==> config.mk <==
export PLATFORM = sky130hd
export DESIGN_NAME = ppwire_master
export DESIGN_NICKNAME = d
export VERILOG_FILES = /design/src/rtl/ppwire_pkg.sv /design/src/rtl/ppwire_ctrl.sv /design/src/rtl/ppwire_dpath.sv /design/src/rtl/ppwire_master.sv
export SDC_FILE = /design/constraint.sdc
export NUM_CORES = 1
export LEC_CHECK = 0
export ABC_AREA = 1
export CORE_MARGIN = 3
export CORE_UTILIZATION = 47
export CTS_CLUSTER_DIAMETER = 150
export DETAILED_ROUTE_END_ITERATION = 10
export PLACE_DENSITY = 0.72
export SLEW_MARGIN = 20
export SYNTH_ARGS = -nofsm -noshare
export SYNTH_HDL_FRONTEND = slang
export SYNTH_SLANG_ARGS = --single-unit
==> constraint.sdc <==
create_clock -name clk -period 2.67 [get_ports clk]
set_input_delay 0.4005 -clock clk [delete_from_list [all_inputs] [get_ports clk]]
set_output_delay 0.4005 -clock clk [all_outputs]
set_load 0.02 [all_outputs]
==> src/rtl/ppwire_pkg.sv <==
package ppwire_pkg;
  localparam int BYTE_W    = 8;
  localparam int MAX_BYTES = 8;
  localparam int CNT_W     = $clog2(MAX_BYTES + 1);
  localparam int IDX_W     = $clog2(MAX_BYTES);
  localparam int BIT_W     = $clog2(BYTE_W + 1);
  localparam int DATA_W    = BYTE_W * MAX_BYTES;

  typedef enum logic [2:0] {
    ST_IDLE, ST_START, ST_LOW, ST_HIGH, ST_STOPLOW, ST_STOPHIGH
  } ctrlState_e;

  typedef struct packed {
    logic             latch;
    logic             sdaLow;
    logic             sdaHigh;
    logic             drive;
    logic             rxPhase;
    logic             sample;
    logic             store;
    logic [BIT_W-1:0] bitIdx;
    logic [CNT_W-1:0] phase;
  } ctrlStrobe_t;
endpackage

==> src/rtl/ppwire_ctrl.sv <==
module ppwire_ctrl
  import ppwire_pkg::*;
#(
  parameter int DIV_W = 8,
  parameter int DLY_W = 3
) (
  input  logic             clk,
  input  logic             rstN,
  input  logic             startReq,
  input  logic             readNotWrite,
  input  logic [CNT_W-1:0] byteCount,
  input  logic [DIV_W-1:0] clkDiv,
  input  logic [DLY_W-1:0] sdaDelay,
  input  logic             parityBad,
  output ctrlStrobe_t      stb,
  output logic             sclOut,
  output logic             busy,
  output logic             done,
  output logic             error,
  output logic [IDX_W-1:0] errIndex
);
  localparam logic [BIT_W-1:0] LAST_BIT = BIT_W'(BYTE_W);

  ctrlState_e       state;
  logic [DIV_W-1:0] halfCnt, divR, effDly, dlyExt;
  logic [DLY_W-1:0] dlyR;
  logic [BIT_W-1:0] bitIdx;
  logic [CNT_W-1:0] phase, lastPhase, cntEff;
  logic             isRead, halfEnd, rxPhase;

  assign halfEnd = (halfCnt == divR);
  assign dlyExt  = DIV_W'(dlyR);
  assign effDly  = (dlyExt >= divR) ? ((divR == '0) ? '0 : divR - DIV_W'(1)) : dlyExt;
  assign rxPhase = isRead && (phase != '0);
  assign busy    = (state != ST_IDLE);
  assign cntEff  = (byteCount == '0) ? CNT_W'(1) :
                   (byteCount > CNT_W'(MAX_BYTES)) ? CNT_W'(MAX_BYTES) : byteCount;

  always_comb begin
    stb         = '0;
    stb.bitIdx  = bitIdx;
    stb.phase   = phase;
    stb.rxPhase = rxPhase;
    stb.latch   = (state == ST_IDLE) && startReq;
    stb.sdaLow  = ((state == ST_IDLE) && startReq) ||
                  ((state == ST_STOPLOW) && (halfCnt == effDly));
    stb.sdaHigh = (state == ST_STOPHIGH) && halfEnd;
    stb.drive   = (state == ST_LOW) && (halfCnt == effDly);
    stb.sample  = (state == ST_LOW) && halfEnd && rxPhase;
    stb.store   = (state == ST_HIGH) && halfEnd && (bitIdx == LAST_BIT) &&
                  rxPhase && !parityBad;
  end

  always_ff @(posedge clk or negedge rstN) begin
    if (!rstN) begin
      state     <= ST_IDLE;
      halfCnt   <= '0;
      divR      <= '0;
      dlyR      <= '0;
      bitIdx    <= '0;
      phase     <= '0;
      lastPhase <= '0;
      isRead    <= 1'b0;
      sclOut    <= 1'b1;
      done      <= 1'b0;
      error     <= 1'b0;
      errIndex  <= '0;
    end else begin
      done    <= 1'b0;
      halfCnt <= halfCnt + DIV_W'(1);
      unique case (state)
        ST_IDLE: begin
          halfCnt <= '0;
          if (startReq) begin
            state     <= ST_START;
            divR      <= clkDiv;
            dlyR      <= sdaDelay;
            isRead    <= readNotWrite;
            lastPhase <= cntEff;
            error     <= 1'b0;
            errIndex  <= '0;
          end
        end
        ST_START: if (halfEnd) begin
          state   <= ST_LOW;
          halfCnt <= '0;
          sclOut  <= 1'b0;
          bitIdx  <= '0;
          phase   <= '0;
        end
        ST_LOW: if (halfEnd) begin
          state   <= ST_HIGH;
          halfCnt <= '0;
          sclOut  <= 1'b1;
        end
        ST_HIGH: if (halfEnd) begin
          halfCnt <= '0;
          sclOut  <= 1'b0;
          if (bitIdx != LAST_BIT) begin
            bitIdx <= bitIdx + BIT_W'(1);
            state  <= ST_LOW;
          end else if (rxPhase && parityBad) begin
            error    <= 1'b1;
            errIndex <= IDX_W'(phase - CNT_W'(1));
            state    <= ST_STOPLOW;
          end else if (phase == lastPhase) begin
            state <= ST_STOPLOW;
          end else begin
            phase  <= phase + CNT_W'(1);
            bitIdx <= '0;
            state  <= ST_LOW;
          end
        end
        ST_STOPLOW: if (halfEnd) begin
          state   <= ST_STOPHIGH;
          halfCnt <= '0;
          sclOut  <= 1'b1;
        end
        ST_STOPHIGH: if (halfEnd) begin
          state   <= ST_IDLE;
          halfCnt <= '0;
          done    <= 1'b1;
        end
        default: state <= ST_IDLE;
      endcase
    end
  end


  done_pulse_chk: assert property (@(posedge clk) disable iff (!rstN) done |=> !done);


  err_index_chk: assert property (@(posedge clk) disable iff (!rstN)
    (error && busy) |-> ({1'b0, errIndex} < lastPhase));


  half_len_chk: assert property (@(posedge clk) disable iff (!rstN)
    ($past(state) != ST_IDLE && !$past(halfEnd)) |-> $stable(sclOut));
endmodule

==> src/rtl/ppwire_dpath.sv <==
module ppwire_dpath
  import ppwire_pkg::*;
(
  input  logic              clk,
  input  logic              rstN,
  input  ctrlStrobe_t       stb,
  input  logic [BYTE_W-1:0] regAddr,
  input  logic [DATA_W-1:0] wrData,
  input  logic              sdaIn,
  output logic              sdaOut,
  output logic              sdaOe,
  output logic              parityBad,
  output logic [DATA_W-1:0] rdData
);
  logic [BYTE_W-1:0] addrR;
  logic [BYTE_W-1:0] wrBuf [MAX_BYTES];
  logic [BYTE_W-1:0] rdBuf [MAX_BYTES];
  logic [BYTE_W:0]   rxShift;
  logic [BYTE_W-1:0] txByte;
  logic [IDX_W-1:0]  selIdx;
  logic              txBit;

  assign selIdx    = IDX_W'(stb.phase - CNT_W'(1));
  assign txByte    = (stb.phase == '0) ? addrR : wrBuf[selIdx];
  assign txBit     = (stb.bitIdx == BIT_W'(BYTE_W)) ? ^txByte :
                     txByte[IDX_W'(BIT_W'(BYTE_W - 1) - stb.bitIdx)];
  assign parityBad = ^rxShift;

  for (genvar g = 0; g < MAX_BYTES; g++) begin : g_rd
    assign rdData[g*BYTE_W +: BYTE_W] = rdBuf[g];
  end

  always_ff @(posedge clk or negedge rstN) begin
    if (!rstN) begin
      addrR   <= '0;
      sdaOut  <= 1'b1;
      sdaOe   <= 1'b1;
      rxShift <= '0;
      for (int i = 0; i < MAX_BYTES; i++) begin
        wrBuf[i] <= '0;
        rdBuf[i] <= '0;
      end
    end else begin
      if (stb.latch) begin
        addrR <= regAddr;
        for (int i = 0; i < MAX_BYTES; i++) begin
          wrBuf[i] <= wrData[i*BYTE_W +: BYTE_W];
          rdBuf[i] <= '0;
        end
      end
      if (stb.sdaLow) begin
        sdaOut <= 1'b0;
        sdaOe  <= 1'b1;
      end
      if (stb.sdaHigh) begin
        sdaOut <= 1'b1;
        sdaOe  <= 1'b1;
      end
      if (stb.drive) begin
        sdaOe <= !stb.rxPhase;
        if (!stb.rxPhase) sdaOut <= txBit;
      end
      if (stb.sample) rxShift <= {rxShift[BYTE_W-1:0], sdaIn};
      if (stb.store)  rdBuf[selIdx] <= rxShift[BYTE_W:1];
    end
  end


  rx_release_chk: assert property (@(posedge clk) disable iff (!rstN)
    (stb.drive && stb.rxPhase) |=> !sdaOe);
endmodule

==> src/rtl/ppwire_master.sv <==
module ppwire_master
  import ppwire_pkg::*;
#(
  parameter int DIV_W = 8,
  parameter int DLY_W = 3
) (
  input  logic              clk,
  input  logic              rstN,
  input  logic              startReq,
  input  logic              readNotWrite,
  input  logic [CNT_W-1:0]  byteCount,
  input  logic [BYTE_W-1:0] regAddr,
  input  logic [DATA_W-1:0] wrData,
  input  logic [DIV_W-1:0]  clkDiv,
  input  logic [DLY_W-1:0]  sdaDelay,
  input  logic              sdaIn,
  output logic              sclOut,
  output logic              sdaOut,
  output logic              sdaOe,
  output logic              busy,
  output logic              done,
  output logic              error,
  output logic [IDX_W-1:0]  errIndex,
  output logic [DATA_W-1:0] rdData
);
  ctrlStrobe_t stb;
  logic        parityBad;

  ppwire_ctrl #(.DIV_W(DIV_W), .DLY_W(DLY_W)) u_ctrl (
    .clk(clk), .rstN(rstN), .startReq(startReq), .readNotWrite(readNotWrite),
    .byteCount(byteCount), .clkDiv(clkDiv), .sdaDelay(sdaDelay),
    .parityBad(parityBad), .stb(stb), .sclOut(sclOut), .busy(busy),
    .done(done), .error(error), .errIndex(errIndex)
  );

  ppwire_dpath u_dpath (
    .clk(clk), .rstN(rstN), .stb(stb), .regAddr(regAddr), .wrData(wrData),
    .sdaIn(sdaIn), .sdaOut(sdaOut), .sdaOe(sdaOe), .parityBad(parityBad),
    .rdData(rdData)
  );


  idle_lines_chk: assert property (@(posedge clk) disable iff (!rstN)
    !busy |-> (sclOut && sdaOut && sdaOe));


  sda_stable_high_chk: assert property (@(posedge clk) disable iff (!rstN)
    (sclOut && $past(sclOut) && busy && $past(busy)) |-> $stable(sdaOut));
endmodule

# --- Word-level counts from Yosys, hierarchy flattened ---
# Index checks and enable logic that the tools add are counted.
totals:
  out_inout_bits: 73
  register_bits: 188
  input_bits: 92
  elab_cells: 166
classes:
  reduce_logical: 37
  n_bitwise: 1
  eq_ne: 24
  n_addsub: 6
  n_lt_le_gt_ge: 5
  n_mux: 61
ops:
  columns: ["op", "count"]
  rows:
  - ["$mux 64", 2]
  - ["$bwmux 64", 1]
  - ["$mux 8", 7]
  - ["$mux 4", 11]
  - ["$mux 3", 13]
  - ["$bmux 8 s3", 1]
  - ["$demux 8 s3", 1]
  - ["$pmux 3 s6", 1]
  - ["$mux 1", 17]
  - ["$eq 8x8->1", 2]
  - ["$pmux 4 s2", 2]
  - ["$pmux 8 s2", 1]
  - ["$ne 2x1->1 const B", 7]
  - ["$logic_and 1x1->1", 13]
  - ["$reduce_and 6->1", 2]
  - ["$ne 2x2->1 const B", 5]
  - ["$reduce_and 5->1", 2]
  - ["$reduce_xor 9->1", 1]
  - ["$add 4x1->4 const B", 2]
  - ["$add 8x1->8 const B", 1]
  - ["$ge 3x8->1", 1]
  - ["$logic_not 4->1", 2]
  - ["$logic_not 8->1", 1]
  - ["$reduce_xor 8->1", 1]
  - ["other kinds (28)", 37]

# --- Depth between registers and ports, before layout ---
# Gate-level depths: netlist of run 1.
depth:
  word_depth: 11
  ltp_mapped: 22
  depth_no_buf: 19

# --- Cells and area by module ---
# From an unflattened synthesis of run 1, not the netlist that was laid out.
hier_totals:
  hier_cells: 1231
  area_unflattened_um2: 9502.9
by_module_without_submodules:
  columns: ["mod", "seq_area_each_um2", "instances", "cells_each", "area_each_um2"]
  rows:
  - ["ppwire_dpath", 3681.0, 1, 875, 6846.6]
  - ["ppwire_ctrl", 1027.2, 1, 356, 2656.3]

# --- Worst setup path after synthesis of run 1 ---
# Ideal clock, no wire load.
synth_timing:
  path_kind: "flip-flop to flip-flop"
  startpoint: "reg u_ctrl.phase[0]"
  endpoint: "reg u_dpath.rdBuf (netlist bit u_dpath.rdData[31])"
  setup_time_ns: 0.119
  required_ns: 2.551
  path_stages_with_launch: 17
  period_less_slack_ns: 2.407
  path_slack_ns: 0.263
  path_buffers: 4
  t_arrival_ns: 2.288
  path_cell_list: "dfrtp_1 > buf_2 > inv_1 > buf_4 > buf_6 > ha_1 > inv_1 > nor3_4 > inv_2 > nand2_1 > nor4_4 > nand2_2 > inv_8 > nand4_4 > buf_6 > nand3_1 > o21ai_2"
synth_via:
  elab_chain_cells: 8
  elab_cells_between_ends: 13
  classes_between: "add/sub (1); order compare (2); mux (4); bitwise (1); reduce/logical (5)"
synth_rtl:
  columns: ["item", "line_no", "source"]
  rows:
  - ["start, declared", "ppwire_ctrl.sv:28", "logic [CNT_W-1:0] phase, lastPhase, cntEff;"]
  - ["start signal, assigned", "ppwire_ctrl.sv:109", "phase <= phase + CNT_W'(1);"]
  - ["$sub 3x1->3", "ppwire_dpath.sv:23", "assign selIdx = IDX_W'(stb.phase - CNT_W'(1));"]
  - ["$not 3->4 (implied by the code)", "ppwire_dpath.sv:64", "if (stb.store) rdBuf[selIdx] <= rxShift[BYTE_W:1];"]
  - ["$ge 4x4->1 (implied by the code) or $lt 4x1->1 (tied branches)", "ppwire_dpath.sv:64", null]
  - ["$logic_and 1x1->1 (implied by the code)", "ppwire_dpath.sv:64", null]
  - ["$mux 8 (implied by the code)", "ppwire_dpath.sv:64", null]
  - ["$demux 8 s3", "ppwire_dpath.sv:64", null]
  - ["$bwmux 64", "ppwire_dpath.sv:64", null]
  - ["$mux 64 *", "ppwire_dpath.sv:64", null]
  - ["end signal, assigned by index", "ppwire_dpath.sv:64", null]
  - ["end, declared", "ppwire_dpath.sv:17", "logic [BYTE_W-1:0] rdBuf [MAX_BYTES];"]
# Mark *: on every way between the ends. The rest lies on a longest branch, timed or not.
# A chain may end at the register's enable or synchronous reset.

# --- Final worst setup path of run 1 ---
layout_timing:
  startpoint: "reg u_ctrl.bitIdx[0]"
  endpoint: "reg u_dpath.rdBuf (netlist bit u_dpath.rdData[3])"
layout_via:
  elab_chain_cells: 5
layout_rtl:
  columns: ["item", "line_no", "source"]
  rows:
  - ["start, declared", "ppwire_ctrl.sv:27", "logic [BIT_W-1:0] bitIdx;"]
  - ["start signal, assigned", "ppwire_ctrl.sv:100", "bitIdx <= bitIdx + BIT_W'(1);"]
  - ["$eq 4x4->1", "ppwire_ctrl.sv:50", "stb.store = (state == ST_HIGH) && halfEnd && (bitIdx == LAST_BIT) &&"]
  - ["$logic_and 1x1->1 (2 in series)", "ppwire_ctrl.sv:50", null]
  - ["$logic_and 1x1->1", "ppwire_ctrl.sv:51", "rxPhase && !parityBad;"]
  - ["$mux 64", "ppwire_dpath.sv:64", null]
# Every way passes these cells.

==> run summary, run 1 <==
result of the run: completed
Net Count, Synth: 1326
GPL Wtd Cong: 0.911
die span in y: 149 µm
instance count along the most critical hold path: 2
RSZ-0062 raised after global routing: false
startpoint of the most critical register-to-register path: u_ctrl.bitIdx[0]$_DFFE_PN0P_
final worst path period share: 90.3%
worst reg2reg endpoint: u_dpath.rdData[3]$_DFF_PN0_
Die X: 149 µm
final routed DRC violation total: 0
path category of the worst min-delay check: reg2reg
standard cell with the maximum stage delay on the critical path: sky130_fd_sc_hd__dfrtp_1
skew final: 12.1 ps
die area: 22200 µm²
most frequent cells in the layout: 524 x sky130_fd_sc_hd__nand2_1, 184 x sky130_fd_sc_hd__dfrtp_1, 163 x sky130_fd_sc_hd__clkdlybuf4s50_1, 111 x sky130_fd_sc_hd__nand3_1, 74 x sky130_fd_sc_hd__inv_1
mean cell area of the mapped netlist: 7.85 µm²
# Max-Cap Violations: 0
Slew headroom: 59.4%
startpoint class of the critical path: flop
clock tree sinks: 188
vias after detailed routing: 8422
number of buffers inserted by post-CTS setup repair: 0
Wirelength per Cell: 14.8 µm
post-DR vias/cell: 5.09
cell types occupying the most area after synthesis: sky130_fd_sc_hd__dfrtp_1 48%, sky130_fd_sc_hd__nand2_1 20%, sky130_fd_sc_hd__nand3_1 5.8%, sky130_fd_sc_hd__inv_1 2.9%, sky130_fd_sc_hd__o21ai_1 2.9%
hold wc startpoint: u_dpath.wrBuf[4]$_DFFE_PN0P_
pin slew with the least headroom to its limit: 608 ps
antenna violations before repair: 0
number of top-level design ports: 165
kind of end point of the critical path: flop
clock tree buffer depth: 2
maximum VDD drop: 0.369 mV
power density cells: 837 nW/µm²
H-tree depth: 4
Crit Path Class: reg2reg
fin. max-slew vios: 0
clock network latency to the later pin of the worst-skew pair: 440 ps
Total Routed Length: 24500 µm
crit-path max cell delay: 460 ps
combined flip-flop and latch cell area: 4710 µm²
number of nets in the final layout: 1477
Max Fclk: 415 MHz
number of synthesized flops with an enable pin: 0
area grow syn2layout: 25.6%
top_reg_cell synth: sky130_fd_sc_hd__dfrtp_1
share of the synthesized area in the top cell type: 48.1%
number of global-route vias before repair: 8187
register-to-register setup slack: 260 ps
Synth async-reset ratio: 100%
# rows: 51
Min-Delay Endpoint: u_dpath.wrBuf[4]$_DFFE_PN0P_
most common cell after layout, fill and taps aside: sky130_fd_sc_hd__nand2_1
sequential element share of the synthesized area: 49.0%
Clock Tree Root: sky130_fd_sc_hd__clkbuf_16
required time at the endpoint of the critical path: 2970 ps
Hold Violations, Final: 0
layout filler cell count: 1738
endpoints failing setup: 0
Post-DRT Antenna Nets: 0
TritonCTS clock tree: done
core box area: 19800 µm²
first drt pass iteration count: 5
GR Util All Layers: 22.8%
Seq cells post-synth: 188
final critical path time including I/O delays and setup: 2410 ps
worst path cell trace: inv_2 > ha_1 > nand2_1 > nor2_2 > inv_1 > nor4_4 > nand2_2 > inv_8 > nand4_4 > nand3_1 > o21ai_1
quantity of I/O buffers inserted on ports: 164
Post-Syn Instances: 1225
length in cells of the worst reg-to-reg path: 11
Leakage Power: 5.83 nW
starting density of the core: 48.6%
Yosys top cell by area: sky130_fd_sc_hd__dfrtp_1
largest fanout of any net on the critical path: 16
number of buffers created by CTS: 17
Setup Total Neg Slack: 0 ps
drt initial violations: 636
final cell count without fillers: 1654
Antenna Diode Count: 0
post-synthesis instance area: 9620 µm²
wire length of the first global-routing pass: 40900 µm
multi-input gate area in the final layout: 4210 µm²
largest net degree at the start of global routing: 111
half-perimeter wire length after detailed placement: 17300 µm
total congestion overflow after global routing: 0
placed cells: 1621
number of library cell types mapped by synthesis: 44
fraction of final layout cells sized beyond drive strength 1: 8.57%
clock input transition at the sequential cells of the worst setup and hold paths: 70 ps
arrival time at the worst endpoint: 2710 ps
Yosys warnings: 0
-- where the power goes --
group          internal, W  total, W  switching, W  leakage, nW
Sequential         0.00357   0.00405      0.000484         2.46
Combinational      0.00124   0.00344       0.00220         3.07
Clock              0.00137   0.00262       0.00125        0.294
Total              0.00617    0.0101       0.00393         5.83
-- cell families (layout without fill, tap and decap cells) --
logic type / count (synthesis) / count (layout) / synth area share (%)
adders and majority gates: 9 / 9 / 1.17
and+or+nand+nor: 735 / 735 / 33.4
AOI/OAI and AO/OA: 126 / 126 / 7.17
xor gates and xnor gates: 20 / 20 / 1.82
buffers and inverters: 146 / 310 / 7.32
DFF: 188 / 188 / 49.0
muxes: 1 / 1 / 0.117
-- critical path, delay by kind of cell (launching register included) --
family	cells	cell delay (ps)
adders and majority gates	1	180
buffers and inverters	3	430
DFF	1	460
AOI/OAI and AO/OA	1	80
and+or+nand+nor	6	1110
-- flip-flops by register name (all words and copies together), names as in the netlist --
register	flops
u_dpath.addrR	8
u_ctrl.done	1
u_dpath.rxShift	9
u_ctrl.state	3
u_ctrl.error	1
u_ctrl.dlyR	3
u_ctrl.bitIdx	4
u_dpath.wrBuf	64
u_ctrl.isRead	1
u_ctrl.divR	8
u_ctrl.halfCnt	8
u_ctrl.lastPhase	4
u_ctrl.phase	4
u_ctrl.sclOut	1
u_dpath.sdaOut	1
u_ctrl.errIndex	3
u_dpath.rdData	64
u_dpath.sdaOe	1
-- metrics by stage --
step	total power, W	setup WS (ps)	hold slack, ps	util [%]	instance area (µm²)
4_1_cts	0.0101	196	476	61.1	12100
6_report	0.0101	259	473	61.1	12100
2_1_floorplan	0.00651	263	105	-	9620
3_3_place_gp	0.00741	268	412	57.9	11500
5_1_grt	0.0109	62.4	489	61.1	12100
3_5_place_dp	0.00750	206	410	57.9	11500
-- layer usage --
| metal | up-vias | share of wire [%] | global-route usage, % | routed length (µm) |
|---|---|---|---|---|
| met5 | - | 0 | 0 | 0 |
| met3 | 28 | 4.8 | 3.89 | 1170 |
| met4 | 0 | 1.5 | 5.77 | 357 |
| li1 | 4197 | - | - | - |
| met1 | 3973 | 45 | 31.6 | 11000 |
| met2 | 224 | 49 | 37.5 | 12000 |
-- Yosys cell counts (8+ instances only) --
master,n
sky130_fd_sc_hd__o21ai_0,48
sky130_fd_sc_hd__nand4_1,9
sky130_fd_sc_hd__nand3_1,111
sky130_fd_sc_hd__o21ai_1,56
sky130_fd_sc_hd__dfrtp_1,185
sky130_fd_sc_hd__xnor2_1,9
sky130_fd_sc_hd__buf_2,11
sky130_fd_sc_hd__buf_6,14
sky130_fd_sc_hd__o21ai_2,13
sky130_fd_sc_hd__nand4_4,8
sky130_fd_sc_hd__inv_1,75
sky130_fd_sc_hd__xor2_1,11
sky130_fd_sc_hd__ha_1,9
sky130_fd_sc_hd__nor2_1,44
sky130_fd_sc_hd__nand2_1,524
sky130_fd_sc_hd__inv_2,13
sky130_fd_sc_hd__clkbuf_1,20
-- timing repair --
action,in CTS,in global routing
setup endpoints to repair,0,10
resized for setup,0,1
hold buffers,1,0
hold endpoints to repair,49,0
-- how the worst max path moves through the flow --
| stage | startpoint | end | slack (ps) |
|---|---|---|---|
| final | u_ctrl.bitIdx[0]$_DFFE_PN0P_ | u_dpath.rdData[3]$_DFF_PN0_ | 260 |
| after global routing | u_ctrl.divR[2]$_DFFE_PN0P_ | u_dpath.sdaOut$_DFF_PN1_ | 60 |
| after CTS | u_ctrl.bitIdx[0]$_DFFE_PN0P_ | u_dpath.rdData[3]$_DFF_PN0_ | 200 |
| after detailed placement | u_ctrl.bitIdx[0]$_DFFE_PN0P_ | u_dpath.rdData[7]$_DFF_PN0_ | 210 |
| after global placement | u_ctrl.bitIdx[0]$_DFFE_PN0P_ | u_dpath.rdData[27]$_DFF_PN0_ | 270 |
| after floorplan | u_ctrl.phase[0]$_DFFE_PN0P_ | u_dpath.rdData[31]$_DFF_PN0_ | 260 |
-- area by class of cell --
cell class / instances / area share, %
Clock inverter: 14 / 1.48
Multi-Input combinational cell: 891 / 34.9
Timing Repair Buffer: 186 / 15.2
Sequential cell: 188 / 39.0
Tap cell: 265 / 2.74
Inverter: 92 / 3.07
Clock buffer: 18 / 3.64
(Power assumes the default switching activity.)
==> inputs of run 2 (changes only) <==
--- a/config.mk
+++ b/config.mk
@@ -8,7 +8,6 @@
 export ABC_AREA = 1
 export CORE_MARGIN = 3
 export CORE_UTILIZATION = 47
-export CTS_CLUSTER_DIAMETER = 150
 export DETAILED_ROUTE_END_ITERATION = 10
 export PLACE_DENSITY = 0.72
 export SLEW_MARGIN = 20
==> results of run 2 <==
The final DEF is identical to that of run 1; final timing and power are the same.
